--- src/rtl/burst_beat_pkg.sv ---
package burst_beat_pkg;

  typedef enum logic [1:0] {
    BK_FIXED = 2'd0,
    BK_INCR  = 2'd1,
    BK_WRAP  = 2'd2,
    BK_RSVD  = 2'd3
  } burstKind_e;

  typedef struct packed {
    logic load;     // capture a new descriptor
    logic advance;  // current beat handed off
  } seqStrobe_t;

endpackage

--- src/rtl/burst_beat_ctrl.sv ---
module burst_beat_ctrl
  import burst_beat_pkg::*;
#(
  parameter int LEN_W = 8
) (
  input  logic             clk,
  input  logic             rstN,
  input  logic             descValid,
  input  logic [LEN_W-1:0] descLen,
  output logic             descReady,
  input  logic             beatReady,
  output logic             beatValid,
  output logic             beatLast,
  output seqStrobe_t       strobe
);

  typedef enum logic {ST_IDLE, ST_RUN} seqState_e;

  seqState_e        state;
  logic [LEN_W-1:0] beatCnt;
  logic [LEN_W-1:0] lenR;

  assign descReady      = (state == ST_IDLE);
  assign beatValid      = (state == ST_RUN);
  assign beatLast       = beatValid && (beatCnt == lenR);
  assign strobe.load    = descValid && descReady;
  assign strobe.advance = beatValid && beatReady;

  always_ff @(posedge clk) begin
    if (!rstN) begin
      state   <= ST_IDLE;
      beatCnt <= '0;
      lenR    <= '0;
    end else if (strobe.load) begin
      state   <= ST_RUN;
      beatCnt <= '0;
      lenR    <= descLen;
    end else if (strobe.advance) begin
      if (beatLast) state <= ST_IDLE;
      beatCnt <= beatCnt + 1'b1;
    end
  end

endmodule

--- src/rtl/burst_beat_dp.sv ---
module burst_beat_dp
  import burst_beat_pkg::*;
#(
  parameter int ADDR_W = 32,
  parameter int ID_W   = 8,
  parameter int LEN_W  = 8,
  parameter int SIZE_W = 3
) (
  input  logic              clk,
  input  logic              rstN,
  input  seqStrobe_t        strobe,
  input  logic [ADDR_W-1:0] descAddr,
  input  logic [1:0]        descKind,
  input  logic [LEN_W-1:0]  descLen,
  input  logic [SIZE_W-1:0] descSize,
  input  logic [ID_W-1:0]   descId,
  output logic [ADDR_W-1:0] beatAddr,
  output logic [ID_W-1:0]   beatId
);

  // the wrap span (len << size) must fit without loss
  localparam int SPAN_W = LEN_W + (1 << SIZE_W);

  logic [ADDR_W-1:0] startR;
  burstKind_e        kindR;
  logic [LEN_W-1:0]  lenR;
  logic [SIZE_W-1:0] sizeR;
  logic [ID_W-1:0]   idR;
  logic [ADDR_W-1:0] incrOff;
  logic [SPAN_W-1:0] wrapOff;

  logic [SPAN_W-1:0] step;
  logic [SPAN_W-1:0] span;
  logic [SPAN_W:0]   wrapSum;
  logic [SPAN_W-1:0] wrapNext;
  logic [ADDR_W-1:0] offSel;

  assign step    = SPAN_W'(1) << sizeR;
  assign span    = SPAN_W'(lenR) << sizeR;
  assign wrapSum = {1'b0, wrapOff} + {1'b0, step};

  always_comb begin
    if (wrapSum >= {1'b0, span}) wrapNext = SPAN_W'(wrapSum - {1'b0, span});
    else                         wrapNext = SPAN_W'(wrapSum);
  end

  always_comb begin
    case (kindR)
      BK_INCR: offSel = incrOff;
      BK_WRAP: offSel = (lenR == '0) ? '0 : ADDR_W'(wrapOff);
      default: offSel = '0;
    endcase
  end

  assign beatAddr = startR + offSel;
  assign beatId   = idR;

  always_ff @(posedge clk) begin
    if (!rstN) begin
      startR  <= '0;
      kindR   <= BK_FIXED;
      lenR    <= '0;
      sizeR   <= '0;
      idR     <= '0;
      incrOff <= '0;
      wrapOff <= '0;
    end else if (strobe.load) begin
      startR  <= descAddr;
      kindR   <= burstKind_e'(descKind);
      lenR    <= descLen;
      sizeR   <= descSize;
      idR     <= descId;
      incrOff <= '0;
      wrapOff <= '0;
    end else if (strobe.advance) begin
      incrOff <= incrOff + ADDR_W'(step);
      wrapOff <= wrapNext;
    end
  end

endmodule

--- src/rtl/burst_beat_seq.sv ---
module burst_beat_seq
  import burst_beat_pkg::*;
#(
  parameter int ADDR_W = 32,
  parameter int ID_W   = 8,
  parameter int LEN_W  = 8,
  parameter int SIZE_W = 3
) (
  input  logic              clk,
  input  logic              rstN,
  input  logic              descValid,
  output logic              descReady,
  input  logic [ADDR_W-1:0] descAddr,
  input  logic [1:0]        descKind,
  input  logic [LEN_W-1:0]  descLen,
  input  logic [SIZE_W-1:0] descSize,
  input  logic [ID_W-1:0]   descId,
  output logic              beatValid,
  input  logic              beatReady,
  output logic [ADDR_W-1:0] beatAddr,
  output logic [ID_W-1:0]   beatId,
  output logic              beatLast
);

  seqStrobe_t strobe;

  burst_beat_ctrl #(.LEN_W(LEN_W)) uCtrl (
    .clk       (clk),
    .rstN      (rstN),
    .descValid (descValid),
    .descLen   (descLen),
    .descReady (descReady),
    .beatReady (beatReady),
    .beatValid (beatValid),
    .beatLast  (beatLast),
    .strobe    (strobe)
  );

  burst_beat_dp #(
    .ADDR_W (ADDR_W),
    .ID_W   (ID_W),
    .LEN_W  (LEN_W),
    .SIZE_W (SIZE_W)
  ) uDp (
    .clk      (clk),
    .rstN     (rstN),
    .strobe   (strobe),
    .descAddr (descAddr),
    .descKind (descKind),
    .descLen  (descLen),
    .descSize (descSize),
    .descId   (descId),
    .beatAddr (beatAddr),
    .beatId   (beatId)
  );

endmodule

--- config.mk ---
export PLATFORM = sky130hd
export DESIGN_NAME = burst_beat_seq
export DESIGN_NICKNAME = d
export VERILOG_FILES = /design/src/rtl/burst_beat_pkg.sv /design/src/rtl/burst_beat_ctrl.sv /design/src/rtl/burst_beat_dp.sv /design/src/rtl/burst_beat_seq.sv
export SDC_FILE = /design/constraint.sdc
export NUM_CORES = 1
export LEC_CHECK = 0
export ABC_AREA = 0
export BUFFER_PORTS_ARGS = -buffer_cell sky130_fd_sc_hd__buf_2
export CAP_MARGIN = 20
export CELL_PAD_IN_SITES_DETAIL_PLACEMENT = 1
export CELL_PAD_IN_SITES_GLOBAL_PLACEMENT = 2
export CORE_MARGIN = 2
export CORE_UTILIZATION = 35
export DETAILED_ROUTE_END_ITERATION = 6
export PLACE_DENSITY = 0.91
export RECOVER_POWER = 25
export SYNTH_ARGS = -nofsm -noshare
export SYNTH_HDL_FRONTEND = slang
export SYNTH_SLANG_ARGS = --single-unit
--- constraint.sdc ---
create_clock -name clk -period 6.1 [get_ports clk]
set_input_delay 0.61 -clock clk [delete_from_list [all_inputs] [get_ports clk]]
set_output_delay 0.61 -clock clk [all_outputs]
set_load 0.03 [all_outputs]
==> impl_metrics.env <==
export IMPL_status="finished, violations left"
export IMPL_violations="capacitance limit, slew limit"
export IMPL_area_growth_pct=12.5
export IMPL_rows=56
export IMPL_rsz0062_at_grt="no"
export IMPL_viasPerCell=5.38
export IMPL_post_route_drc_count=0
export IMPL_drv_slew=92
export IMPL_fin_crit_sh_pct=86.8
export IMPL_hp_class="reg -> reg"
export IMPL_h_tree_depth=3
export IMPL_max_freq_ghz=0.189
export IMPL_p_total_mw=2.04
export IMPL_synth_edf_count=0
export IMPL_place_congestion=0.858
export IMPL_num_vias=8042
export IMPL_clkSlewWorstSetupHoldPaths_ns=0.08
export IMPL_crit_required_ns=5.49
export IMPL_finalInstanceArea_mm2=0.00952
export IMPL_cts_tree="yes"
export IMPL_routed_wl_um=26000
export IMPL_wl_per_cell_um=17.4
export IMPL_hold_violations=0
export IMPL_path_class="reg -> out"
export IMPL_post_cts_buffers=0
export IMPL_synth_ff_type="dfxtp_1"
export IMPL_cts_root_buf="clkbuf_16"
export IMPL_grt_max_degree=57
export IMPL_die_h_um=159
export IMPL_power_density_mw_per_mm2=214
export IMPL_io_pins=100
export IMPL_ys_types=70
export IMPL_numCtsBuffers=9
export IMPL_fp_dieW_um=159
export IMPL_core_mm2=0.0236
export IMPL_start_util_pct=35.8
export IMPL_grt_use_met2_pct=34.9
export IMPL_p_leak_nw=4.05
export IMPL_grt_overflow=0
export IMPL_grt_pass1_vias=8251
export IMPL_grt_pass1_wl_um=42700
export IMPL_dp_hpwl_um=19700
export IMPL_slew_headroom_pct=-72.3
export IMPL_syn_cell_area_mm2=0.00846
export IMPL_cts_resized=0
export IMPL_drtIter0Drc=290
export IMPL_fin_crit_ns=5.29
export IMPL_cp_start_kind="flop"
export IMPL_syn_avg_cell_area_um2=7.60
export IMPL_tns_ns=0
export IMPL_crit_path_end_kind="output port"
export IMPL_async_flop_share_pct=0
export IMPL_numClockSinks=110
export IMPL_clkLatencyLatePin_ns=0.37
export IMPL_cts_path_max_buffers=2
export IMPL_use_met3_pct=2.79
export IMPL_synth_seq_cells=110
export IMPL_yosysTopAreaCell="dfxtp_1"
export IMPL_firstDrtPassIters=4
export IMPL_grtUsageTotal_pct=20.4
export IMPL_ant_nets=0
export IMPL_synthTopCellsByArea="dfxtp_1 (26%), ha_1 (8.4%), nand2_1 (8.2%)"
export IMPL_syn_inst=1112
export IMPL_final_setup_viol_count=0
export IMPL_ctsHoldBuffers=0
export IMPL_yosysWarningCount=0
export IMPL_place_ws_ns=1.09
export IMPL_skew_ns=0.0106
export IMPL_tightest_slew_ns=2.58
export IMPL_met1_usage_pct=26.9
export IMPL_drive_above_1_share_pct=12.1
export IMPL_nets=1290
export IMPL_synthesis_nets=1230
export IMPL_ir_drop_v=0.000131
export IMPL_yosysTopAreaCellShare_pct=26.0
export IMPL_cp_max_fo=17
export IMPL_critPathArrivalTime_ns=4.68
export IMPL_worst_slack_ns=0.805
export IMPL_post_dp_cell_area_mm2=0.00918
export IMPL_grt_busiest_layer="met2"
export IMPL_dieArea_mm2=0.0254
export IMPL_antenna_cells=0
export IMPL_grt_antenna_before_repair=0
export IMPL_io_buffers=99
export IMPL_seq_area_frac_synth_pct=26.0
export IMPL_cap_violations=2
cells in the mapped netlist, types with 3 or more instances:
cell / n
a31o_2: 3
nor3_1: 25
o21bai_1: 3
a311o_1: 3
nand2b_1: 6
buf_2: 6
and2_1: 20
xnor2_1: 61
nand3_1: 28
nor2b_1: 13
xor2_1: 35
a211oi_1: 9
or2_2: 4
clkbuf_1: 52
inv_1: 27
nor4_1: 7
dfxtp_1: 110
nand4_1: 17
o211ai_1: 4
or3_1: 7
and3_1: 17
o21ai_0: 38
fa_1: 4
mux2_2: 3
a21o_1: 33
a21boi_0: 55
o21a_1: 9
buf_6: 3
nor2_1: 101
a31oi_1: 6
mux2i_1: 16
nand3b_1: 5
o31ai_1: 3
a21oi_1: 77
a22oi_1: 16
o22ai_1: 3
ha_1: 57
nand2_1: 184
a2111oi_0: 3
sequential cells by signal, indices dropped and copies added, names as in the netlist:
name             cells
uDp.kindR            2
uDp.wrapOff         16
uDp.incrOff         32
uDp.beatId           8
uCtrl.beatCnt        8
uDp.startR          32
uCtrl.beatValid      1
uCtrl.lenR           8
uDp.sizeR            3
cell type report:
class,instances,area [um^2]
Clock buffer,9,225
Timing Repair Buffer,113,596
Multi-Input combinational cell,911,5880
Tap cell,319,399
Sequential cell,110,2200
Fill cell,2980,14100
Clock inverter,7,113
Inverter,27,101
metrics by stage:
step | utilization, % | hold WS [ns] | std cells
3_3_place_gp | 38.9 | 0.448 | 1479
6_report | 40.3 | 0.469 | 1496
4_1_cts | 40.3 | 0.472 | 1495
3_5_place_dp | 38.9 | 0.460 | 1479
5_1_grt | 40.3 | 0.485 | 1496
2_1_floorplan | - | 0.448 | 1112
worst max-delay path, stage by stage (launching register included):
cell	delay (ns)
dfxtp_1	0.36
inv_1	0.06
ha_1	0.66
nor2b_1	0.10
buf_4	0.20
and2_1	0.17
ha_1	0.34
a21o_1	0.20
nand2_1	0.08
o22ai_1	0.09
or4_1	0.42
a311o_1	0.41
a2111oi_0	0.48
o21bai_1	0.15
a21oi_1	0.22
xnor2_1	0.14
buf_2	0.21
kinds of logic after synthesis:
| logic type | after synthesis | share of synthesized area, % |
|---|---|---|
| compound gates | 291 | 23.6 |
| simple gates | 442 | 24.0 |
| flops | 110 | 26.0 |
| buf+inv | 91 | 4.57 |
| xor+xnor | 96 | 9.94 |
| mux | 19 | 2.29 |
| fa+ha+maj | 63 | 9.62 |
report_power, final:
| group | switching [mW] | internal [mW] |
|---|---|---|
| Clock | 0.314 | 0.370 |
| Sequential | 0.0351 | 0.746 |
| Combinational | 0.357 | 0.218 |
| Total | 0.706 | 1.33 |
per-layer routing:
metal / routed length (um) / vias to the layer above
met2: 12200 / 124
met5: 0 / -
li1: - / 4013
met1: 12600 / 3875
met4: 464 / 0
met3: 751 / 30
path summary, 6_finish.rpt:
kind	endpoint	slack (ns)	depth (start not counted)	from
worst max-delay path	beatAddr[31]	0.81	16	uDp.kindR[0]
worst min-delay path	uDp.beatId[4]	0.47	2	uDp.beatId[4]
worst max register to register	uDp.wrapOff[14]	1.02	21	uDp.sizeR[1]
worst min register to register	uDp.beatId[4]	0.47	2	uDp.beatId[4]
layout by cell type, fill, tap and decap left out, types with 10 or more instances in the layout:
cell and count:
a21boi_0 55, inv_1 27, nand4_1 17, buf_4 11, buf_2 91, nand2_1 183, o21ai_0 38, a21oi_1 77
nor2b_1 12, and3_1 17, nor2_1 101, nor3_1 25, a22oi_1 16, nand3_1 28, ha_1 57, a21o_1 33
xnor2_1 61, dfxtp_1 110, mux2i_1 15, and2_1 20, xor2_1 35, clkbuf_1 10
Note: power is estimated with default switching activity, not from simulation.
